$ cat src/rtl/fwboot_pkg.sv
package fwboot_pkg;
    localparam int DW = 32;
    localparam int AW = 3;

    localparam logic [AW-1:0] A_XFER   = 3'd0;
    localparam logic [AW-1:0] A_BVEC   = 3'd1;
    localparam logic [AW-1:0] A_MBOX0  = 3'd2;
    localparam logic [AW-1:0] A_MBOX1  = 3'd3;
    localparam logic [AW-1:0] A_CTL    = 3'd4;
    localparam logic [AW-1:0] A_CTLALT = 3'd5;

    localparam int BIT_START = 1;
    localparam int BIT_HALT  = 4;
    localparam int BIT_ALIAS = 6;

    localparam logic [1:0] TGT_COH_SYS = 2'd1;
    localparam logic       MEM_PHYS    = 1'b1;

    typedef enum logic [3:0] {
        S_IDLE, S_CFG, S_BVEC, S_MB0, S_MB1, S_RDCTL, S_START,
        S_POLL_RD, S_POLL_CHK, S_RD0, S_CAP0, S_CAP1
    } state_t;

    typedef struct packed {
        logic          wr;
        logic          rd;
        logic [AW-1:0] addr;
        logic [DW-1:0] data;
    } bus_cmd_t;

    function automatic logic [DW-1:0] xfer_word();
        logic [DW-1:0] w;
        w = '0;
        w[1:0] = TGT_COH_SYS;
        w[2]   = MEM_PHYS;
        return w;
    endfunction

    function automatic bus_cmd_t wr_cmd(logic [AW-1:0] a, logic [DW-1:0] d);
        bus_cmd_t c;
        c.wr = 1'b1; c.rd = 1'b0; c.addr = a; c.data = d;
        return c;
    endfunction

    function automatic bus_cmd_t rd_cmd(logic [AW-1:0] a);
        bus_cmd_t c;
        c.wr = 1'b0; c.rd = 1'b1; c.addr = a; c.data = '0;
        return c;
    endfunction
endpackage

$ cat src/rtl/fwboot_timer.sv
module fwboot_timer #(
    parameter int LIMIT = 1000
) (
    input  logic clk,
    input  logic rst,
    input  logic clear,
    input  logic run,
    output logic expired
);
    localparam int CW = $clog2(LIMIT + 1);
    logic [CW-1:0] cnt_q;

    always_ff @(posedge clk) begin
        if (rst || clear)
            cnt_q <= '0;
        else if (run && cnt_q < CW'(LIMIT))
            cnt_q <= cnt_q + 1'b1;
    end

    assign expired = (cnt_q >= CW'(LIMIT - 1));

    p_cnt_bound_r7: assert property (@(posedge clk) disable iff (rst)
        clear |=> cnt_q == '0);
endmodule

$ cat src/rtl/fwboot_result.sv
module fwboot_result
    import fwboot_pkg::*;
(
    input  logic          clk,
    input  logic          rst,
    input  logic          clr,
    input  logic          cap0,
    input  logic          cap1,
    input  logic [DW-1:0] data,
    input  logic          done,
    input  logic          err,
    output logic          valid,
    output logic          error,
    output logic [DW-1:0] word0,
    output logic [DW-1:0] word1
);
    always_ff @(posedge clk) begin
        if (rst || clr) begin
            valid <= 1'b0;
            error <= 1'b0;
            word0 <= '0;
            word1 <= '0;
        end else begin
            if (cap0) word0 <= data;
            if (cap1) word1 <= data;
            if (done) begin
                valid <= 1'b1;
                error <= err;
            end
        end
    end

    p_hold_r8: assert property (@(posedge clk) disable iff (rst)
        (valid && !clr) |=> (valid && $stable(word0) && $stable(word1) && $stable(error)));
    p_err_zero_r7: assert property (@(posedge clk) disable iff (rst)
        (valid && error) |-> (word0 == '0 && word1 == '0));
endmodule

$ cat src/rtl/fwboot_seq.sv
module fwboot_seq
    import fwboot_pkg::*;
#(
    parameter int CLK_KHZ    = 100000,
    parameter int TIMEOUT_MS = 2000
) (
    input  logic          clk,
    input  logic          rst,
    input  logic          req_valid,
    input  logic [DW-1:0] req_entry,
    input  logic [DW-1:0] req_arg0,
    input  logic          req_arg0_ok,
    input  logic [DW-1:0] req_arg1,
    input  logic          req_arg1_ok,
    output logic          busy,
    output logic          bus_wr,
    output logic          bus_rd,
    output logic [AW-1:0] bus_addr,
    output logic [DW-1:0] bus_wdata,
    input  logic [DW-1:0] bus_rdata,
    output logic          res_valid,
    output logic          res_err,
    output logic [DW-1:0] res_word0,
    output logic [DW-1:0] res_word1
);
    localparam int LIMIT = CLK_KHZ * TIMEOUT_MS;

    state_t        st_q, st_d;
    logic [DW-1:0] entry_q, arg0_q, arg1_q;
    logic          ok0_q, ok1_q, started_q;
    bus_cmd_t      cmd;
    logic          accept, expired, cap0, cap1, done, err;
    logic [DW-1:0] start_word;

    assign accept = req_valid && (st_q == S_IDLE);
    assign busy   = (st_q != S_IDLE);

    always_comb begin
        start_word = '0;
        start_word[BIT_START] = 1'b1;
    end

    always_ff @(posedge clk) begin
        if (rst) begin
            st_q      <= S_IDLE;
            entry_q   <= '0;
            arg0_q    <= '0;
            arg1_q    <= '0;
            ok0_q     <= 1'b0;
            ok1_q     <= 1'b0;
            started_q <= 1'b0;
        end else begin
            st_q <= st_d;
            if (accept) begin
                entry_q   <= req_entry;
                arg0_q    <= req_arg0;
                arg1_q    <= req_arg1;
                ok0_q     <= req_arg0_ok;
                ok1_q     <= req_arg1_ok;
                started_q <= 1'b0;
            end else if (st_q == S_START) begin
                started_q <= 1'b1;
            end
        end
    end

    always_comb begin
        st_d = st_q;
        cmd  = '0;
        cap0 = 1'b0;
        cap1 = 1'b0;
        done = 1'b0;
        err  = 1'b0;
        unique case (st_q)
            S_IDLE:  if (accept) st_d = S_CFG;
            S_CFG:   begin cmd = wr_cmd(A_XFER, xfer_word()); st_d = S_BVEC; end
            S_BVEC:  begin cmd = wr_cmd(A_BVEC, entry_q);     st_d = S_MB0;  end
            S_MB0:   begin if (ok0_q) cmd = wr_cmd(A_MBOX0, arg0_q); st_d = S_MB1; end
            S_MB1:   begin if (ok1_q) cmd = wr_cmd(A_MBOX1, arg1_q); st_d = S_RDCTL; end
            S_RDCTL: begin cmd = rd_cmd(A_CTL); st_d = S_START; end
            S_START: begin
                cmd  = wr_cmd(bus_rdata[BIT_ALIAS] ? A_CTLALT : A_CTL, start_word);
                st_d = S_POLL_RD;
            end
            S_POLL_RD: begin cmd = rd_cmd(A_CTL); st_d = S_POLL_CHK; end
            S_POLL_CHK: begin
                if (bus_rdata[BIT_HALT]) st_d = S_RD0;
                else if (expired) begin
                    done = 1'b1;
                    err  = 1'b1;
                    st_d = S_IDLE;
                end else st_d = S_POLL_RD;
            end
            S_RD0:  begin cmd = rd_cmd(A_MBOX0); st_d = S_CAP0; end
            S_CAP0: begin cap0 = 1'b1; cmd = rd_cmd(A_MBOX1); st_d = S_CAP1; end
            S_CAP1: begin cap1 = 1'b1; done = 1'b1; st_d = S_IDLE; end
            default: st_d = S_IDLE;
        endcase
    end

    assign bus_wr    = cmd.wr;
    assign bus_rd    = cmd.rd;
    assign bus_addr  = cmd.addr;
    assign bus_wdata = cmd.data;

    fwboot_timer #(.LIMIT(LIMIT)) u_timer (
        .clk     (clk),
        .rst     (rst),
        .clear   (st_q == S_START),
        .run     (st_q == S_POLL_RD || st_q == S_POLL_CHK),
        .expired (expired)
    );

    fwboot_result u_result (
        .clk   (clk),
        .rst   (rst),
        .clr   (accept),
        .cap0  (cap0),
        .cap1  (cap1),
        .data  (bus_rdata),
        .done  (done),
        .err   (err),
        .valid (res_valid),
        .error (res_err),
        .word0 (res_word0),
        .word1 (res_word1)
    );

    p_excl_cmd_r2: assert property (@(posedge clk) disable iff (rst)
        !(bus_wr && bus_rd));
    p_mbox_before_start_r4: assert property (@(posedge clk) disable iff (rst)
        (bus_wr && (bus_addr == A_MBOX0 || bus_addr == A_MBOX1)) |-> !started_q);
    p_busy_no_result_r9: assert property (@(posedge clk) disable iff (rst)
        busy |-> !res_valid);
    p_idle_quiet_r1: assert property (@(posedge clk) disable iff (rst)
        !busy |-> !(bus_wr || bus_rd));
    p_err_flagged_r7: assert property (@(posedge clk) disable iff (rst)
        res_err |-> res_valid);
endmodule

$ cat config.mk
export PLATFORM = sky130hd
export DESIGN_NAME = fwboot_seq
export DESIGN_NICKNAME = d
export VERILOG_FILES = /design/src/rtl/fwboot_pkg.sv /design/src/rtl/fwboot_timer.sv /design/src/rtl/fwboot_result.sv /design/src/rtl/fwboot_seq.sv
export SDC_FILE = /design/constraint.sdc
export NUM_CORES = 1
export LEC_CHECK = 0
export BUFFER_PORTS_ARGS = -buffer_cell sky130_fd_sc_hd__buf_2
export CAP_MARGIN = 20
export CORE_MARGIN = 3
export CORE_UTILIZATION = 50
export CTS_CLUSTER_SIZE = 10
export DETAILED_ROUTE_END_ITERATION = 10
export HOLD_SLACK_MARGIN = 0.06
export PLACE_DENSITY = 0.81
export SLEW_MARGIN = 15
export SYNTH_ARGS = -nofsm -noshare
export SYNTH_HDL_FRONTEND = slang
export SYNTH_SLANG_ARGS = --single-unit
$ cat constraint.sdc
create_clock -name clk -period 3 [get_ports clk]
set_input_delay 0.15 -clock clk [delete_from_list [all_inputs] [get_ports clk]]
set_output_delay 0.15 -clock clk [all_outputs]
set_load 0.005 [all_outputs]
* Word-level counts from Yosys, hierarchy flattened
Cells that the tools add are included.
Cells by class: magnitude comparators 2, $add $sub $neg 1, shifts and indexed selects 0, equality and inequality tests 12, reduce and logical (&&, ||, !) cells 8, bitwise operators 0, div/mod/pow operators 0, muxes and demuxes 14, multipliers 0
Operator list (number):
- 37-bit one-hot mux with 8 select lines | 1
- 37-bit two-way mux | 2
- 4-bit one-hot mux with 11 select lines | 1
- 28-bit by 1-bit adder with 28-bit output, second input constant | 1
- 28-bit greater-or-equal comparator, second input constant | 1
- 28-bit less-than comparator, second input constant | 1
- 4-bit by 3-bit equality test with 1-bit output, second input constant | 4
- 4-bit equality test, second input constant | 4
- 4-bit by 2-bit equality test with 1-bit output, second input constant | 2
- 4-bit two-way mux | 2
- 1-bit two-way mux | 6
- 4-bit by 1-bit equality test with 1-bit output, second input constant | 1
- 4-bit logical NOT | 1
- 4-bit nonzero test | 1
- 1-bit logical OR | 3
- 3-bit two-way mux | 1
- 1-bit logical AND | 2
- 2-bit by 1-bit != test with 1-bit output, second input constant | 1
- 1-bit one-hot mux with 2 select lines | 1
- 2-bit OR reduction | 1
Storage, ports and cells: register bits after elaboration 196, bits of input ports 133, memories kept 0, ROM bits 0, bits in latches 0, output and inout bits 104, word-level logic and storage cells 48, memory bits (writable) 0

* Logic depth before layout (Yosys ltp)
Gate-level depths: netlist of run 1.
depth after elaboration 4, gate-level depth with buffers 8, gate-level depth less buffers 6

* By module
From an unflattened synthesis of run 1, not the netlist that was laid out.
Unflattened totals: cells, all modules 979, area total of the unflattened synthesis 8485.6 um2
Modules (own cells, without submodules):
- fwboot_seq | cells each 591, area an instance 4707.0 um2, instances 1
- fwboot_result | cells each 214, area an instance 2351.0 um2, instances 1
- fwboot_timer | cells each 174, area an instance 1427.6 um2, instances 1

* Least setup slack after synthesis of run 1
No wires, ideal clock.
path type register -> register, from register st_q[1], to register u_timer.cnt_q[15], setup time 70 ps, period minus slack after synthesis 2126 ps, path buffers 1, slack 874 ps, data arrival time 2056 ps, stages on the path, launching flop included 7, path through dfxtp_1 > buf_6 > or4b_1 > a222oi_1 > o21ai_1 > or4_1 > a21oi_1
Between the ends: word-level cells in the longest chain between the ends 3
RTL lines:
- start, declared | RTL line fwboot_seq.sv:28 | state_t st_q, st_d;
- start signal, assigned | RTL line fwboot_seq.sv:53 | st_q <= st_d;
- 4-bit by 3-bit equality test with 1-bit output or 4-bit equality test (tied branches) | RTL line fwboot_seq.sv:110 | .run (st_q == S_POLL_RD || st_q == S_POLL_CHK),
- 1-bit logical OR | RTL line fwboot_seq.sv:110
- 1-bit logical AND | RTL line fwboot_timer.sv:16 | else if (run && cnt_q < CW'(LIMIT))
- end signal, assigned | RTL line fwboot_timer.sv:17 | cnt_q <= cnt_q + 1'b1;
- end, declared | RTL line fwboot_timer.sv:11 | logic [CW-1:0] cnt_q;
Parallel ways exist; a longest one is shown, timed or not. A chain may end at the register's enable or synchronous reset.

* Final worst setup path of run 1
from register st_q[1], to register u_timer.cnt_q[24]
The elaborated chain is that of the path after synthesis.

==> key figures, run 1 <==
Clock tree
  • Clock tree root buffer cell: clkbuf_16
  • Reg clk slew, reported paths: 60 ps
  • Resized cells post-CTS: 0
  • Maximum root-to-sink buffer count: 2
  • Sink Count: 196
  • Clock Latency Late Sink: ~440 ps
  • TritonCTS clock tree: done
  • CTS buffer count: 17
  • H-tree levels: 4

Pwr
  • Comb power frac: 0.139
  • Seq pwr share: 0.484
  • Clock network power share: 0.377
  • Sw frac: 0.272
  • Pleak: about 4.8 nW
  • Power per cell area: 519 mW/mm^2
  • NetSw: 1.57 mW
  • Pint: approximately 4.2 mW
  • Max rail drop VDD: 418 uV

Logic synthesis
  • Cells after Synth: 1028
  • Synth cell types: 54
  • Post-synthesis mux area share: 0.00127
  • Post-synth EDFFs: 0
  • Area of the mapped netlist: 0.00791 mm^2
  • Post-synthesis sequential area ratio: 0.496
  • Post-synthesis adder-cell area fraction: 0.00158
  • Compound-Gate Fraction of Synth Area: 0.200
  • Xor-xnor portion of the synthesized cell area: 0.00996
  • Largest family of logic cells by synthesized area: simple AND/OR/NAND/NOR gates
  • Synthesized Nets: 1162
  • Yosys warnings: 0
  • Number of synthesized register bits: around 200
  • Async set or reset register ratio after synthesis: 0
  • Top FF cell, synth: dfxtp_1
  • Syn Area/Cell: 7.70 um^2
  • Simple-gate area share of the yosys netlist: 0.238

Timing
  • Setup tns final: 0 ps
  • Fin crit period: between 2000 and 2500 ps
  • Slew @ Worst Pin: slightly below 1000 ps
  • Endpoints failing setup: 0
  • Crit share post-route: 0.814
  • RSZ-0062 raised after global routing: no
  • Fmax: between 0.4 and 0.5 GHz
  • Clock skew: about 12 ps
  • Slew Limit Fails: 0
  • Final hold vios: 0
  • Slew HR: 0.356

Critical path
  • Crit path capture type: flop
  • Crit-path max cell delay: 590 ps
  • Top Family by Delay on Critical Path: simple AND/OR/NAND/NOR gates
  • CP Cell Sequence: or4b_1, a222oi_1, buf_4, nand3_1, or4_1, a21oi_1
  • Crit path from: st_q[1]
  • CP max-delay cell: or4_1
  • Crit Path Max Fanout: 13
  • R2R Setup Slk: 560 ps
  • CP bufs+invs: 1
  • WS Path Type: reg2reg
  • Worst reg2reg path depth: 6
  • CP Launch Type: flop
  • Critical R2R Capture: u_timer.cnt_q[24]
  • Worst endpoint required time: 3360 ps
  • Critical Path AT: about 2800 ps
  • R2r startpoint: st_q[1]

Global route
  • Initial antenna violation count: 1
  • First-pass GRT wire length: ~41000 um
  • Largest net degree at the start of global routing: 99
  • Vias in the first global route: 8455
  • Gr usage total: 0.288
  • Global route overflow: 0

Route
  • DRC: 0
  • Via density: 5.49
  • Antenna viol nets, final: 0
  • WL final: 25800 um
  • Starting DRT DRC Count: 769
  • Routed WL per cell: 16.3 um
  • Vias: 8701
  • Drt first pass iters: 6

Final layout
  • Final core occ: 0.728
  • Fill count: 1143
  • Layout area overhead: 40.9%
  • # nets final: 1495
  • Layout cells sized above 1: 0.219

Floorplan
  • # rows: 45
  • Die area: 0.0174 mm^2
  • Initial Utilization: 0.517
  • Die X: roughly 130 um
  • Io pins: 237
  • Core Region: 0.0153 mm^2
  • Height of the die: 132 um

Place
  • HPWL after DPL: 15000 um
  • GPL Wtd Cong: 0.883
  • Number of port buffers: roughly 240

Worst hold path
  • HP Class: in2reg
  • WHS Path Cells: 2
  • Worst Min Path Start: rst
  • Min-Delay Endpoint: ok0_q

Status
  • Status: finished clean

Run
  • Max cap viols: 0
==> flip-flops by register name, indices dropped and copies added, names as in the netlist <==
name and count:
st_q 4, u_result.word1 32, u_result.word0 32, u_result.valid 1, arg1_q 32, ok0_q 1
u_timer.cnt_q 28, entry_q 32, u_result.error 1, arg0_q 32, ok1_q 1
==> cell families after synthesis <==
| group | count (synthesis) |
|---|---|
| compound gates | 264 |
| xor+xnor | 9 |
| fa+ha+maj | 1 |
| buf+inv | 109 |
| flops | 196 |
| mux | 1 |
| simple gates | 448 |
==> how the worst max path moves through the flow <==
stage / endpoint / slack [ps] / cells past startpoint
finish: u_timer.cnt_q[24] / 560 / 6
global route: u_timer.cnt_q[22] / 410 / 6
CTS: u_timer.cnt_q[24] / 560 / 6
detailed placement: u_timer.cnt_q[24] / 550 / 6
global placement: u_timer.cnt_q[24] / 650 / 6
floorplan: u_timer.cnt_q[15] / 870 / 6
==> metal layers <==
layer  track usage  vias up  wire (um)
li1              -     4176          -
met1         0.332     4052      10200
met2         0.507      393      12800
met3        0.0744       80       1830
met4         0.125        0        976
met5             0        -          0
==> timing repair <==
item / CTS / global route
endpoints found under the hold margin: 162 / 0
setup buffers: 0 / 0
hold buffers: 130 / 0
==> power by group through the flow <==
| stage | combinational [mW] | clock [mW] | sequential, mW |
|---|---|---|---|
| after CTS | 0.779 | 2.19 | 2.80 |
| after detailed placement | 0.645 | 0 | 2.86 |
| final | 0.804 | 2.18 | 2.80 |
| after floorplan | 0.410 | 0 | 2.84 |
| after global routing | 0.887 | 2.30 | 2.81 |
| after global placement | 0.635 | 0 | 2.85 |
==> Yosys cell counts, drive strengths merged (4+ instances only) <==
library cell / instances / area share
clkbuf: 68 / 0.032
or3: 12 / 0.0095
dfxtp: 196 / 0.50
nand3: 13 / 0.0082
nand4: 10 / 0.0079
xor2: 7 / 0.0077
o21a: 7 / 0.0066
o211ai: 4 / 0.0038
and4: 4 / 0.0044
or4: 6 / 0.0057
nor2: 28 / 0.013
o2111ai: 5 / 0.0055
and3: 6 / 0.0047
nand2: 344 / 0.16
a222oi: 30 / 0.038
o31ai: 4 / 0.0038
a21oi: 184 / 0.12
inv: 33 / 0.016
nor3: 11 / 0.0076
buf: 7 / 0.0049
o21ai: 14 / 0.0089
nor4: 4 / 0.0032
==> stage by stage <==
step                      setup WS [ps]  power [mW]  hold slack [ps]  area, um^2  cells
after detailed placement            553        3.50              394        9280   1423
after floorplan                     874        3.25              286        7910   1028
after global placement              648        3.48              391        9280   1423
after CTS                           557        5.76              118       11100   1585
after global routing                405        6.00              127       11100   1586
final                               557        5.79              134       11100   1586
==> layout make-up <==
class | instances | area [um^2] | share of cell area
Sequential cell | 196 | 3920 | 0.352
Multi-Input combinational cell | 723 | 3610 | 0.324
Timing Repair Buffer | 389 | 2660 | 0.238
Clock buffer | 20 | 467 | 0.0419
Tap cell | 211 | 264 | 0.0237
Inverter | 34 | 128 | 0.0115
Clock inverter | 12 | 95.1 | 0.00853
Antenna cell | 1 | 2.50 | 0.000225
==> cells in the final DEF (no fill, tap or decap), drive strengths merged, types with 11 or more instances in the layout <==
| cell type | instances |
|---|---|
| a21oi | 184 |
| nor3 | 11 |
| a222oi | 30 |
| or3 | 12 |
| buf | 259 |
| dlygate4sd3 | 130 |
| inv | 37 |
| nand2 | 344 |
| dfxtp | 196 |
| clkbuf | 20 |
| o21ai | 14 |
| nor2 | 28 |
| nand3 | 13 |
(Power assumes the default switching activity.)
==> run 2, diff against run 1 <==
==> constraint.sdc (replaced) <==
create_clock -name clk -period 2.4 [get_ports clk]
set_input_delay 0.12 -clock clk [delete_from_list [all_inputs] [get_ports clk]]
set_output_delay 0.12 -clock clk [all_outputs]
set_load 0.005 [all_outputs]
==> run 2 against run 1 <==
Effect of this change: combinational power increased by 32%; cell count up 0.38%; sequential share of layout area shrank 0.45 points; sequential power grew 25%; clock power rose by 27%; die area stayed put; core utilization grew 0.95 points; clock skew increased by 3.6 ps; global-route usage increased by 0.60 points; critical path type is now reg2out; via count rose by 1.1%; clock-buffer cell count fell by 1; flip-flop and latch count unchanged.
==> key figures, run 2 (synthesis gave the netlist of run 1 again) <==
Timing
  • Fmax: 0.438 GHz
  • Fin crit period: between 2000 and 2500 ps
  • Slew HR: 0.510 (was 0.356)
  • Final hold vios: 0 (unchanged)
  • Slew @ Worst Pin: 736 ps (was 966 ps)
  • Crit share post-route: 0.952
  • Setup tns final: 0 ps (unchanged)
  • Clock skew: 15.2 ps (was 11.6 ps)
  • Slew Limit Fails: 0 (unchanged)
  • Endpoints failing setup: 0 (unchanged)

Final layout
  • Post-Layout Cell Count: 1592 (was 1586)
  • Most common cell after layout, fill and taps aside: nand2_1 (unchanged)
  • Final instance area: 0.0113 mm^2 (was 0.0111 mm^2)
  • Commonest cells after routing, fill and taps aside: nand2_1 (344), buf_2 (235), dfxtp_1 (196) (unchanged)
  • Layout area overhead: 42.7% (was 40.9%)
  • # diodes: 0 (was 1)
  • # nets final: 1502 (was 1495)
  • Layout cells sized above 1: 0.222 (was 0.219)

Clock tree
  • TritonCTS clock tree: done (unchanged)
  • Reg clk slew, reported paths: 70 ps (was 60 ps)
  • CTS buffer count: 17 (unchanged)
  • Clock tree root buffer cell: clkbuf_16 (unchanged)
  • Post-CTS Repair Setup Buffers: 0 (unchanged)
  • Maximum root-to-sink buffer count: 2 (unchanged)
  • Clock Latency Late Sink: 440 ps (about the same)
  • H-tree levels: 4 (unchanged)
  • Sink Count: 196 (unchanged)

Global route
  • Global route overflow: 0 (unchanged)
  • Initial antenna violation count: 0 (was 1)
  • Largest net degree at the start of global routing: 98 (was 99)
  • First-pass GRT wire length: 42400 um (was 41500 um)
  • Vias in the first global route: 8727 (was 8455)
  • Gr usage total: 0.294 (was 0.288)

Status
  • Status: finished clean (unchanged)

Place
  • Number of port buffers: 236 (unchanged)
  • GPL Wtd Cong: 0.855 (was 0.883)
  • HPWL after DPL: 14900 um (was 15000 um)
  • Cells after DPL: 1429 (was 1423)
  • Placed cell area: 0.00940 mm^2 (was 0.00928 mm^2)

Worst hold path
  • HP Class: in2reg (unchanged)
  • Worst Min Path Start: req_valid (was rst)

Route
  • DRC: 0 (unchanged)
  • WL final: 26300 um (was 25800 um)
  • Top layer used by detailed routing: met4 (unchanged)
  • Vias: 8798 (was 8701)
  • Starting DRT DRC Count: 691 (was 769)
  • Via density: 5.53 (was 5.49)
  • Met3 WL post-DR: 2140 um (was 1830 um)
  • Metal-1 WL: 10100 um (was 10200 um)
  • Drt first pass iters: 5 (was 6)
  • Antenna viol nets, final: 0 (unchanged)
  • Routed WL per cell: 16.5 um (was 16.3 um)
  • Routed wl met2: 12700 um (was 12800 um)

Floorplan
  • Core Region: 0.0153 mm^2 (unchanged)
  • Die X: 132 um (unchanged)
  • Die area: 0.0174 mm^2 (unchanged)
  • Height of the die: 132 um (unchanged)
  • Initial Utilization: 0.517 (unchanged)
  • Io pins: 237 (unchanged)
  • # rows: 45 (unchanged)

Critical path
  • CP bufs+invs: 5 (was 1)
  • Crit Path Max Fanout: 17 (was 13)
  • CP Cell Sequence: buf_4, inv_1, nor4_4, clkbuf_4, a222oi_1, inv_1, buf_2 (was or4b_1, a222oi_1, buf_4, nand3_1, or4_1, a21oi_1)
  • Crit path from: st_q[1] (unchanged)
  • Worst endpoint required time: 2280 ps (was 3360 ps)
  • WS Path Type: reg2out (was reg2reg)
  • Cell mode on critical path: inv_1
  • Crit path capture type: output pin (was flop)
  • Critical Path AT: 2160 ps (was 2800 ps)
  • CP Launch Type: flop (unchanged)
  • Crit-path max cell delay: 390 ps (was 590 ps)
  • CP max-delay cell: nor4_4 (was or4_1)
  • R2r startpoint: st_q[1] (unchanged)
  • Top Family by Delay on Critical Path: buffers and inverters (was simple AND/OR/NAND/NOR gates)

Pwr
  • Power, Total: 7.33 mW (was 5.79 mW)
  • Pleak: 4.85 nW (was 4.78 nW)
  • Power per cell area: 649 mW/mm^2 (was 519 mW/mm^2)
  • Max rail drop VDD: 611 uV (was 418 uV)

Run
  • Max cap viols: 0 (unchanged)
[run 2: final timing paths]
kind	end	slack (ps)	cells after the start
setup / recovery	bus_wdata[19]	120	7
hold / removal	entry_q[0]	90	4
setup reg to reg	u_timer.cnt_q[25]	140	7
hold reg to reg	u_result.word0[24]	450	2
[run 2: what timing repair did]
action / 4_1_cts / 5_1_grt
hold buffers: 130 / 0
setup endpoints to repair: 0 / 24
hold endpoints to repair: 162 / 0
gates resized for setup: 0 / 3
[run 2: through the flow]
stage,utilization,hold WS [ps],setup slack (ps)
detailed placement,0.614,366,163
finish,0.737,85.9,116
global route,0.737,95.5,-7.53
floorplan,-,256,274
global placement,0.614,361,203
CTS,0.736,74.3,75.3
[run 2: layout make-up]
cell class	count	area, um^2
Sequential cell	196	3920
Clock buffer	19	443
Tap cell	211	264
Multi-Input combinational cell	723	3620
Timing Repair Buffer	396	2790
Fill cell	1119	4020
Inverter	34	128
Clock inverter	13	124
[run 2: worst min-delay path, cell delays in order]
cell	delay [ps]
buf_2	120
nand3_4	90
nand2_1	80
a21oi_1	50
[run 2: metal layers]
layer / GRT usage / vias up
li1: - / 4202
met3: 0.0844 / 105
met2: 0.497 / 442
met5: 0 / -
met1: 0.335 / 4049
met4: 0.167 / 0
[run 2: where the power goes]
part,switching (mW),total [mW],internal [mW]
logic,0.598,1.06,0.466
clock network,1.29,2.77,1.48
registers,0.0900,3.50,3.41
total,1.98,7.33,5.36
